<file path="config.mk">
export PLATFORM = sky130hd
export DESIGN_NAME = snoop_filter_l2
export DESIGN_NICKNAME = d
export VERILOG_FILES = /design/src/rtl/sf_pkg.sv /design/src/rtl/sf_line_store.sv /design/src/rtl/sf_policy.sv /design/src/rtl/snoop_filter_l2.sv
export SDC_FILE = /design/constraint.sdc
export NUM_CORES = 1
export LEC_CHECK = 0
export BUFFER_PORTS_ARGS = -buffer_cell sky130_fd_sc_hd__buf_2
export CAP_MARGIN = 30
export CORE_MARGIN = 5
export CORE_UTILIZATION = 60
export DETAILED_ROUTE_END_ITERATION = 7
export GPL_TIMING_DRIVEN = 0
export PLACE_DENSITY = 0.8
export SYNTH_ARGS = -nofsm -noshare
export SYNTH_HDL_FRONTEND = slang
export SYNTH_SLANG_ARGS = --single-unit
</file>
<file path="constraint.sdc">
create_clock -name clk -period 6.1 [get_ports clk]
set_input_delay 0.305 -clock clk [delete_from_list [all_inputs] [get_ports clk]]
set_output_delay 0.305 -clock clk [all_outputs]
set_load 0.01 [all_outputs]
</file>
<file path="src/rtl/sf_pkg.sv">
package sf_pkg;
  typedef enum logic [1:0] {LS_I = 2'd0, LS_S = 2'd1, LS_M = 2'd2} lstate_e;
  typedef enum logic [1:0] {EV_FILL = 2'd0, EV_WHIT = 2'd1, EV_EVICT = 2'd2, EV_WBACK = 2'd3} ev_e;
  typedef enum logic [1:0] {RQ_DOWN = 2'd0, RQ_RCINV = 2'd1, RQ_INV = 2'd2} rq_e;
  typedef enum logic [2:0] {F_IDLE, F_REQ, F_WAIT, F_FLUSH, F_FIN} fsm_e;
endpackage

</file>
<file path="src/rtl/sf_line_store.sv">
module sf_line_store
  import sf_pkg::*;
#(
  parameter int SETS   = 8,
  parameter int TAG_W  = 9,
  parameter int DATA_W = 32,
  localparam int IDX_W = $clog2(SETS)
) (
  input  logic              clk,
  input  logic              rst_n,
  input  logic              we,
  input  logic [IDX_W-1:0]  widx,
  input  lstate_e           w_st,
  input  logic              w_in_up,
  input  logic              w_newer,
  input  logic [TAG_W-1:0]  w_tag,
  input  logic [DATA_W-1:0] w_data,
  input  logic [IDX_W-1:0]  ridx,
  output lstate_e           r_st,
  output logic              r_in_up,
  output logic              r_newer,
  output logic [TAG_W-1:0]  r_tag,
  output logic [DATA_W-1:0] r_data
);
  lstate_e           st_a    [SETS];
  logic              inup_a  [SETS];
  logic              newer_a [SETS];
  logic [TAG_W-1:0]  tag_a   [SETS];
  logic [DATA_W-1:0] data_a  [SETS];

  always_ff @(posedge clk) begin
    if (!rst_n) begin
      for (int i = 0; i < SETS; i++) begin
        st_a[i]    <= LS_I;
        inup_a[i]  <= 1'b0;
        newer_a[i] <= 1'b0;
        tag_a[i]   <= '0;
        data_a[i]  <= '0;
      end
    end else if (we) begin
      st_a[widx]    <= w_st;
      inup_a[widx]  <= w_in_up;
      newer_a[widx] <= w_newer;
      tag_a[widx]   <= w_tag;
      data_a[widx]  <= w_data;
    end
  end

  assign r_st    = st_a[ridx];
  assign r_in_up = inup_a[ridx];
  assign r_newer = newer_a[ridx];
  assign r_tag   = tag_a[ridx];
  assign r_data  = data_a[ridx];
endmodule

</file>
<file path="src/rtl/sf_policy.sv">
module sf_policy
  import sf_pkg::*;
#(
  parameter int TAG_W  = 9,
  parameter int DATA_W = 32
) (
  input  logic              is_snp,
  input  logic              excl,
  input  ev_e               ev,
  input  logic [TAG_W-1:0]  tag_in,
  input  logic [DATA_W-1:0] data_in,
  input  lstate_e           e_st,
  input  logic              e_in_up,
  input  logic              e_newer,
  input  logic [TAG_W-1:0]  e_tag,
  input  logic [DATA_W-1:0] e_data,
  output logic              need_up,
  output rq_e               up_kind,
  output logic              need_flush,
  output logic              we,
  output lstate_e           n_st,
  output logic              n_in_up,
  output logic              n_newer,
  output logic [TAG_W-1:0]  n_tag,
  output logic [DATA_W-1:0] n_data
);
  logic hit;

  always_comb begin
    hit        = (e_st != LS_I) && (e_tag == tag_in);
    need_up    = 1'b0;
    up_kind    = e_newer ? RQ_RCINV : RQ_INV;
    need_flush = 1'b0;
    we         = 1'b0;
    n_st       = e_st;
    n_in_up    = e_in_up;
    n_newer    = e_newer;
    n_tag      = e_tag;
    n_data     = e_data;
    if (is_snp) begin
      if (!excl) begin
        if (hit && e_st == LS_M) begin
          need_flush = 1'b1;
          need_up    = e_newer;
          up_kind    = RQ_DOWN;
          we         = 1'b1;
          n_st       = LS_S;
          n_newer    = 1'b0;
        end
      end else if (hit) begin
        need_up    = e_in_up;
        need_flush = (e_st == LS_M);
        we         = 1'b1;
        n_st       = LS_I;
        n_in_up    = 1'b0;
        n_newer    = 1'b0;
      end
    end else begin
      unique case (ev)
        EV_FILL: begin
          we      = 1'b1;
          n_in_up = 1'b1;
          if (!hit) begin
            need_up    = (e_st != LS_I) && e_in_up;
            need_flush = (e_st == LS_M);
            n_st       = LS_S;
            n_newer    = 1'b0;
            n_tag      = tag_in;
            n_data     = data_in;
          end
        end
        EV_WHIT: if (hit) begin
          we      = 1'b1;
          n_st    = LS_M;
          n_newer = 1'b1;
          n_in_up = 1'b1;
        end
        EV_EVICT: if (hit) begin
          we      = 1'b1;
          n_in_up = 1'b0;
        end
        EV_WBACK: if (hit) begin
          we      = 1'b1;
          n_data  = data_in;
          n_newer = 1'b0;
          n_in_up = 1'b0;
        end
        default: ;
      endcase
    end
  end
endmodule

</file>
<file path="src/rtl/snoop_filter_l2.sv">
module snoop_filter_l2
  import sf_pkg::*;
#(
  parameter int ADDR_W = 12,
  parameter int DATA_W = 32,
  parameter int SETS   = 8,
  localparam int IDX_W = $clog2(SETS),
  localparam int TAG_W = ADDR_W - IDX_W
) (
  input  logic              clk,
  input  logic              rst_n,
  input  logic              snp_valid,
  output logic              snp_ready,
  input  logic              snp_excl,
  input  logic [ADDR_W-1:0] snp_addr,
  input  logic              l1_ev_valid,
  output logic              l1_ev_ready,
  input  logic [1:0]        l1_ev_kind,
  input  logic [ADDR_W-1:0] l1_ev_addr,
  input  logic [DATA_W-1:0] l1_ev_data,
  output logic              l1_req_valid,
  input  logic              l1_req_ready,
  output logic [1:0]        l1_req_kind,
  output logic [ADDR_W-1:0] l1_req_addr,
  input  logic              l1_rsp_valid,
  output logic              l1_rsp_ready,
  input  logic [DATA_W-1:0] l1_rsp_data,
  output logic              flush_valid,
  input  logic              flush_ready,
  output logic [ADDR_W-1:0] flush_addr,
  output logic [DATA_W-1:0] flush_data
);
  fsm_e              fsm;
  logic              op_snp, op_excl, pend_flush;
  ev_e               op_ev;
  rq_e               rq_q;
  logic [ADDR_W-1:0] op_addr;
  logic [DATA_W-1:0] op_data;

  logic              idle;
  logic              cur_snp, cur_excl;
  ev_e               cur_ev;
  logic [ADDR_W-1:0] cur_addr;
  logic [DATA_W-1:0] cur_data;
  logic [IDX_W-1:0]  idx;

  lstate_e           r_st;
  logic              r_in_up, r_newer;
  logic [TAG_W-1:0]  r_tag;
  logic [DATA_W-1:0] r_data;

  logic              p_need_up, p_need_flush, p_we;
  rq_e               p_kind;
  lstate_e           p_st;
  logic              p_in_up, p_newer;
  logic [TAG_W-1:0]  p_tag;
  logic [DATA_W-1:0] p_data;

  logic              rsp_take, fin_wr, s_we;
  lstate_e           s_st;
  logic              s_in_up, s_newer;
  logic [TAG_W-1:0]  s_tag;
  logic [DATA_W-1:0] s_data;

  // Operation source: live inputs while idle (snoop has priority), captured copy afterwards.
  assign idle     = (fsm == F_IDLE);
  assign cur_snp  = idle ? snp_valid : op_snp;
  assign cur_excl = idle ? snp_excl : op_excl;
  assign cur_ev   = idle ? ev_e'(l1_ev_kind) : op_ev;
  assign cur_addr = idle ? (snp_valid ? snp_addr : l1_ev_addr) : op_addr;
  assign cur_data = idle ? l1_ev_data : op_data;
  assign idx      = cur_addr[IDX_W-1:0];

  sf_line_store #(.SETS(SETS), .TAG_W(TAG_W), .DATA_W(DATA_W)) i_store (
    .clk(clk), .rst_n(rst_n), .we(s_we), .widx(idx),
    .w_st(s_st), .w_in_up(s_in_up), .w_newer(s_newer), .w_tag(s_tag), .w_data(s_data),
    .ridx(idx), .r_st(r_st), .r_in_up(r_in_up), .r_newer(r_newer), .r_tag(r_tag), .r_data(r_data)
  );

  sf_policy #(.TAG_W(TAG_W), .DATA_W(DATA_W)) i_policy (
    .is_snp(cur_snp), .excl(cur_excl), .ev(cur_ev),
    .tag_in(cur_addr[ADDR_W-1:IDX_W]), .data_in(cur_data),
    .e_st(r_st), .e_in_up(r_in_up), .e_newer(r_newer), .e_tag(r_tag), .e_data(r_data),
    .need_up(p_need_up), .up_kind(p_kind), .need_flush(p_need_flush), .we(p_we),
    .n_st(p_st), .n_in_up(p_in_up), .n_newer(p_newer), .n_tag(p_tag), .n_data(p_data)
  );

  // A recall response refreshes the line data before any flush; the final update lands in F_FIN.
  assign rsp_take = (fsm == F_WAIT) && l1_rsp_valid && (rq_q != RQ_INV);
  assign fin_wr   = (fsm == F_FIN) && p_we;
  assign s_we     = rsp_take || fin_wr;
  assign s_st     = fin_wr ? p_st    : r_st;
  assign s_in_up  = fin_wr ? p_in_up : r_in_up;
  assign s_newer  = fin_wr ? p_newer : 1'b0;
  assign s_tag    = fin_wr ? p_tag   : r_tag;
  assign s_data   = fin_wr ? p_data  : l1_rsp_data;

  always_ff @(posedge clk) begin
    if (!rst_n) begin
      fsm        <= F_IDLE;
      op_snp     <= 1'b0;
      op_excl    <= 1'b0;
      op_ev      <= EV_FILL;
      op_addr    <= '0;
      op_data    <= '0;
      pend_flush <= 1'b0;
      rq_q       <= RQ_INV;
    end else begin
      unique case (fsm)
        F_IDLE: if (snp_valid || l1_ev_valid) begin
          op_snp     <= cur_snp;
          op_excl    <= cur_excl;
          op_ev      <= cur_ev;
          op_addr    <= cur_addr;
          op_data    <= cur_data;
          pend_flush <= p_need_flush;
          rq_q       <= p_kind;
          if (p_need_up)         fsm <= F_REQ;
          else if (p_need_flush) fsm <= F_FLUSH;
          else                   fsm <= F_FIN;
        end
        F_REQ:   if (l1_req_ready) fsm <= F_WAIT;
        F_WAIT:  if (l1_rsp_valid) fsm <= pend_flush ? F_FLUSH : F_FIN;
        F_FLUSH: if (flush_ready)  fsm <= F_FIN;
        F_FIN:   fsm <= F_IDLE;
        default: fsm <= F_IDLE;
      endcase
    end
  end

  assign l1_req_valid = (fsm == F_REQ);
  assign l1_req_kind  = rq_q;
  assign l1_req_addr  = {r_tag, idx};
  assign l1_rsp_ready = (fsm == F_WAIT);
  assign flush_valid  = (fsm == F_FLUSH);
  assign flush_addr   = {r_tag, idx};
  assign flush_data   = r_data;
  assign snp_ready    = (fsm == F_FIN) && op_snp;
  assign l1_ev_ready  = (fsm == F_FIN) && !op_snp;
endmodule

</file>
==> results.tsv, run 1 <==
metric	value	unit
Power Dens Cells	381	nW/µm²
vias per cell	6.85	
leakage	9.60	nW
vias in the first global route	16700	
Tot GR Track Use	35.2	%
TNS Setup	0	ns
Slew Viols, Final	0	
Final Hold Viols	0	
Worst VDD drop	333	µV
Starting Density	61.0	%
Die ar.	38100	µm²
failing checks	design-rule violations	
Final Cell Area	23600	µm²
Clock Tree Root	clkbuf_16	
first-pass GRT wire length	102	mm
Synth area leaders	edfxtp_1 50%, dfxtp_1 6.8%, nor3_1 4.6%, mux2i_1 4.3%, nand2_1 3.6%	
register area share after synthesis	57.0	%
clock slew at reported path FFs	0.06	ns
Worst Skew	0.0228	ns
Max-cap violations	0	
outcome	finished, violations left	
Placement Cell Area	22200	µm²
multi-input logic area	7980	µm²
Mapped Cells	1808	
Tmin final	5.91	ns
Least-Margin Pin Slew	1.12	ns
sequential share of power	36.6	%
Slew headroom	25.1	%
clock latency on the worst-skew pair	0.55	ns
H-tree depth	2	
cell repeated most along the worst path	buf_2	
syn_nets	1911	
worst stage delay on the critical path	0.73	ns
Mean Syn Cell Area	11.4	µm²
Max Clock Freq	169	MHz
Crit. End Element	flip-flop	
Bufs on Longest Clock Path	3	
Yosys top cell by area	edfxtp_1	
initial antenna violation count	1	
Die Y	195	µm
Synth Register Bits	414	
Fillers	2443	
TritonRoute pass-1 iters	8	
drt initial violations	2932	
core area	33700	µm²
CP Data Required Time	6.34	ns
P_int	5.67	mW
# Post-CTS Setup Buffers	0	
port bufs	157	
Register Area	11700	µm²
min-delay worst type	input port to flip-flop	
Synthesis Warnings	0	
Critical Path Fanout Max	24	
Syn-to-layout area delta	14.7	%
CTS tree	done	
layout cells sized above 1	19.3	%
switching part of the total	36.8	%
Switch Pwr	3.31	mW
Critical Path AT	6.16	ns
Setup Crit Path Kind	flip-flop to flip-flop	
crit-path cells	buf_2 > nor3_4 > buf_2 > buf_1 > o211ai_1 > nand2_1 > clkbuf_1 > clkdlybuf4s15_1 > and2_1 > nand2_1 > buf_2 > clkbuf_1 > nand2_4 > buf_12	
area share of the largest cell type after synthesis	50.2	%
Final Setup Violations	0	
Synth cell types	84	
commonest non-fill, non-tap cell in the layout	edfxtp_1	
gp weighted congestion	0.938	
hold_buf cts	0	
Power Total	8.98	mW
total vias in the final route	17200	
total I/O pin count	161	
die width	195	µm
DRT Wirelength	69.3	mm
# rows	67	
Top FF cell, synth	edfxtp_1	
CTS Buf Count	42	
largest net degree at the start of global routing	28	
Routed WL per cell	27.6	µm
FFs w/ async S/R, synth	0	%
most frequent cells in the layout	344 x edfxtp_1, 191 x buf_2, 190 x nand2_1	
clock share of power	29.2	%
Mapped Area	20600	µm²
unrepaired setup endpoints after global routing	no	
Startpoint Class	flip-flop	
Post-synth EDFFs	344	
combinational share of power	34.2	%
CTS sink count	414	
ANT cells	0	
crit share post-route	96.9	%
Residual DRC	5	
Final ANT Viol Nets	0	
DP Wirelength	47.2	mm
nets@finish	2128	
total grt overflow	0	
CP max stage cell	clkdlybuf4s15_1	
==> power by group through the flow <==
stage          Combinational (mW)  Sequential, mW  Clock (mW)
2_1_floorplan                1.85            3.33           0
4_1_cts                      2.96            3.28        2.60
3_5_place_dp                 2.95            3.34           0
6_report                     3.07            3.29        2.62
3_3_place_gp                 2.86            3.34           0
5_1_grt                      3.21            3.30        2.72
==> registers in the layout, summed over array words and instances, names as in the netlist, 2 cells and up <==
register         count
op_addr             12
i_store.newer_a      8
fsm                  3
i_store.inup_a       8
i_store.tag_a       72
i_store.data_a     256
op_data             32
i_store.st_a        16
l1_req_kind          2
op_ev                2
==> final timing paths <==
path | cells past startpoint | end | startpoint | slack, ns
worst min-delay path | 3 | op_data[18] | l1_ev_data[18] | 0.02
worst min register to register | 2 | op_data[5] | op_data[5] | 0.47
worst max-delay path | 14 | i_store.data_a[5][9] | fsm[2] | 0.19
worst max register to register | 14 | i_store.data_a[5][9] | fsm[2] | 0.19
==> cell usage after synthesis (7+ instances only) <==
cell	count
a41o_1	18
nand2b_1	15
and3_1	70
inv_1	47
edfxtp_1	344
clkbuf_1	77
a221oi_1	36
o311a_1	17
buf_4	27
nor2_1	139
nand2_1	198
o221a_4	17
mux2_2	10
nor3_1	189
mux2i_1	89
buf_1	11
a22oi_1	22
and2_1	26
a211oi_1	7
buf_2	33
a21oi_1	48
o21ai_0	39
dfxtp_1	70
o221a_2	8
a222oi_1	42
nand3_1	19
nor3_2	18
a21boi_0	39
==> critical path, delay by kind of cell, from the launching register on <==
kind | cells | cell delay [ns]
AND/OR/NAND/NOR | 5 | 1.72
AO/OA/AOI/OAI | 1 | 0.26
buffers and inverters | 8 | 3.24
flip-flops | 1 | 0.33
==> area by class of cell <==
class                           count  area share, %
Buffer                            150           3.09
Clock buffer                       59           5.15
Clock inverter                     18          0.710
Inverter                           49          0.779
Multi-Input combinational cell   1195           33.8
Sequential cell                   414           49.7
Tap cell                          448           2.38
Timing Repair Buffer              173           4.38
==> metrics by stage <==
step / utilization (%) / instances / hold slack, ns / setup slack (ns)
after global placement: 65.0 / 2413 / 0.444 / -1.65
after CTS: 69.9 / 2505 / 0.0150 / 0.169
after global routing: 70.0 / 2506 / 0.0353 / 0.0673
after detailed placement: 65.8 / 2428 / 0.457 / 0.214
after floorplan: - / 1808 / 0.434 / 1.12
final: 70.0 / 2506 / 0.0174 / 0.187
==> metal layers <==
metal  vias to the layer above  GRT usage (%)  part of all wire (%)
li1                       7354              -                     -
met1                      8049           46.1                    35
met2                      1479           55.0                    45
met3                       275           8.65                    15
met4                         0           17.7                   5.7
met5                         -          0.128                     0
==> cell families after synthesis <==
kind of cell / count (synthesis) / share of synthesized area (%)
AND/OR/NAND/NOR: 714 / 17.2
XOR/XNOR: 6 / 0.255
adder cells (fa/ha/maj): 5 / 0.304
buffers and inverters: 199 / 4.40
flip-flops: 414 / 57.0
multiplexers: 102 / 5.09
AO/OA/AOI/OAI: 368 / 15.7
==> timing repair <==
| item | 4_1_cts | 5_1_grt |
|---|---|---|
| setup endpoints to repair | 0 | 87 |
| gates resized for setup | 0 | 6 |
| endpoints found under the hold margin | 0 | 0 |
Note: power is estimated with default switching activity, not from simulation.
==> run 2: changes to the inputs <==
CTS_BUF_LIST = sky130_fd_sc_hd__clkbuf_4   (was not set)
clock period = 7.2 ns   (was 6.1 ns; I/O delays follow)
==> results.tsv, run 2 (synthesized netlist as in run 1, its figures left out) <==
metric	value	unit
CP Data Required Time	7.65	ns
die width	195	µm
Starting Density	61.0	%
first-pass GRT wire length	105	mm
crit share post-route	85.8	%
Startpoint Class	flip-flop	
outcome	complete, no violations	
max reg flops	256	
Worst Hold Launch	l1_rsp_data[1]	
Final Cell Area	24100	µm²
largest net degree at the start of global routing	28	
vias in the first global route	17600	
Critical Path Fanout Max	24	
sequential share of power	37.3	%
nets@finish	2238	
Crit path max-delay family	buffers and inverters	
min-delay worst type	input port to flip-flop	
commonest non-fill, non-tap cell in the layout	edfxtp_1	
Die ar.	38100	µm²
Crit. End Element	flip-flop	
total vias in the final route	17800	
combinational share of power	35.2	%
DR WL met3	10.2	mm
total grt overflow	0	
crit-path cells	buf_2 > nor3_4 > buf_2 > buf_1 > o211ai_1 > nand2_1 > clkbuf_1 > clkbuf_1 > and2_1 > nand2_1 > buf_2 > clkbuf_1 > nand2_2 > buf_12	
Routed WL per cell	26.5	µm
layout cells sized above 1	22.9	%
FF-to-FF setup slack	1.02	ns
Final Setup Violations	0	
Syn-to-layout area delta	17.0	%
Placement Cell Area	22200	µm²
vias per cell	6.68	
Slew headroom	26.1	%
TNS Setup	0	ns
DP Wirelength	47.2	mm
Clock Tree Root	clkbuf_4	
Switch Pwr	2.87	mW
CTS sink count	414	
drt initial violations	2981	
Die Y	195	µm
leakage	9.94	nW
RR Startpoint	fsm[2]	
clock slew at reported path FFs	0.07	ns
TritonRoute pass-1 iters	6	
worst stage delay on the critical path	0.80	ns
Bufs on Longest Clock Path	3	
DRT Wirelength	70.9	mm
WHS Path Cells	3	
switching part of the total	38.4	%
Tmin final	6.18	ns
# Post-CTS Setup Buffers	0	
Power Total	7.47	mW
# rows	67	
port bufs	157	
unrepaired setup endpoints after global routing	no	
initial antenna violation count	2	
Critical Path AT	6.62	ns
gp weighted congestion	0.938	
Top Metal Used	met4	
met1 WL	24.4	mm
Final Hold Viols	0	
Final ANT Viol Nets	0	
Setup Crit Path Kind	flip-flop to flip-flop	
CP Buf/Inv Count	8	
Max-cap violations	0	
Least-Margin Pin Slew	1.11	ns
core area	33700	µm²
most frequent cells in the layout	344 x edfxtp_1, 190 x buf_2, 190 x nand2_1	
CTS tree	done	
clock latency on the worst-skew pair	0.83	ns
H-tree depth	3	
total I/O pin count	161	
Max Clock Freq	162	MHz
Biggest register	i_store.data_a	
clock share of power	27.5	%
P_int	4.60	mW
Slew Viols, Final	0	
Residual DRC	0	
Worst Skew	0.0812	ns
hold endpoint	i_store.data_a[6][1]	
Top Registers	i_store.data_a (256), i_store.tag_a (72), op_data (32)	
RR Endpoint	i_store.data_a[5][27]	
Worst VDD drop	173	µV
CTS Buf Count	103	
CP max stage cell	clkbuf_1	
Reg2Reg Depth	14	
Power Dens Cells	310	nW/µm²
Tot GR Track Use	36.1	%
DR WL met2	32.1	mm
## run 2: power groups by stage
stage,clock network (mW),logic (mW),registers (mW)
6_report,2.06,2.63,2.78
5_1_grt,2.18,2.75,2.79
4_1_cts,2.04,2.53,2.78
3_5_place_dp,0,2.50,2.83
3_3_place_gp,0,2.42,2.83
2_1_floorplan,0,1.56,2.82
## run 2: worst max path at each step
stage | from | endpoint | slack [ns] | cells after the start
after detailed placement | fsm[2] | i_store.data_a[5][13] | 1.31 | 14
after CTS | fsm[2] | i_store.data_a[5][27] | 1.26 | 14
final | fsm[2] | i_store.data_a[5][27] | 1.02 | 14
after global placement | fsm[2] | i_store.data_a[3][7] | -0.55 | 14
after floorplan | fsm[2] | i_store.data_a[1][0] | 2.22 | 15
after global routing | fsm[2] | i_store.data_a[5][27] | 0.93 | 14
## run 2: worst register-to-register path, cell delays in order, from the launching register on
cell	delay (ns)
dfxtp_1	0.33
buf_2	0.18
nor3_4	0.42
buf_2	0.30
buf_1	0.49
o211ai_1	0.26
nand2_1	0.44
clkbuf_1	0.62
clkbuf_1	0.80
and2_1	0.25
nand2_1	0.08
buf_2	0.27
clkbuf_1	0.33
nand2_2	0.76
buf_12	0.29
## run 2: cell type report
cell class | count | area, µm²
antenna | 2 | 5.00
buffer | 150 | 721
clock buffer | 171 | 1280
clock inverter | 21 | 92.6
fill | 2399 | 9640
inverter | 49 | 184
multi-input combinational | 1195 | 7960
sequential | 414 | 11700
tap | 448 | 561
timing repair buffer | 222 | 1530
## run 2: routing by layer
layer | up-vias | track usage [%]
li1 | 7659 | -
met1 | 8343 | 46.7
met2 | 1521 | 56.5
met3 | 317 | 9.29
met4 | 0 | 19.0
met5 | - | 0
## run 2: metrics by stage
stage / instances / util (%) / hold WS (ns) / worst slack, ns
floorplan: 1808 / - / 0.434 / 2.22
global placement: 2413 / 65.0 / 0.444 / -0.550
detailed placement: 2428 / 65.8 / 0.457 / 1.31
CTS: 2670 / 71.4 / 0.00177 / 1.26
global route: 2672 / 71.4 / 0.0321 / 0.930
finish: 2672 / 71.4 / 0.0217 / 1.02
## run 2: timing repair
item                      CTS  global route
hold buffers               50             0
hold endpoints to repair   75             0
gates resized for setup     0             0
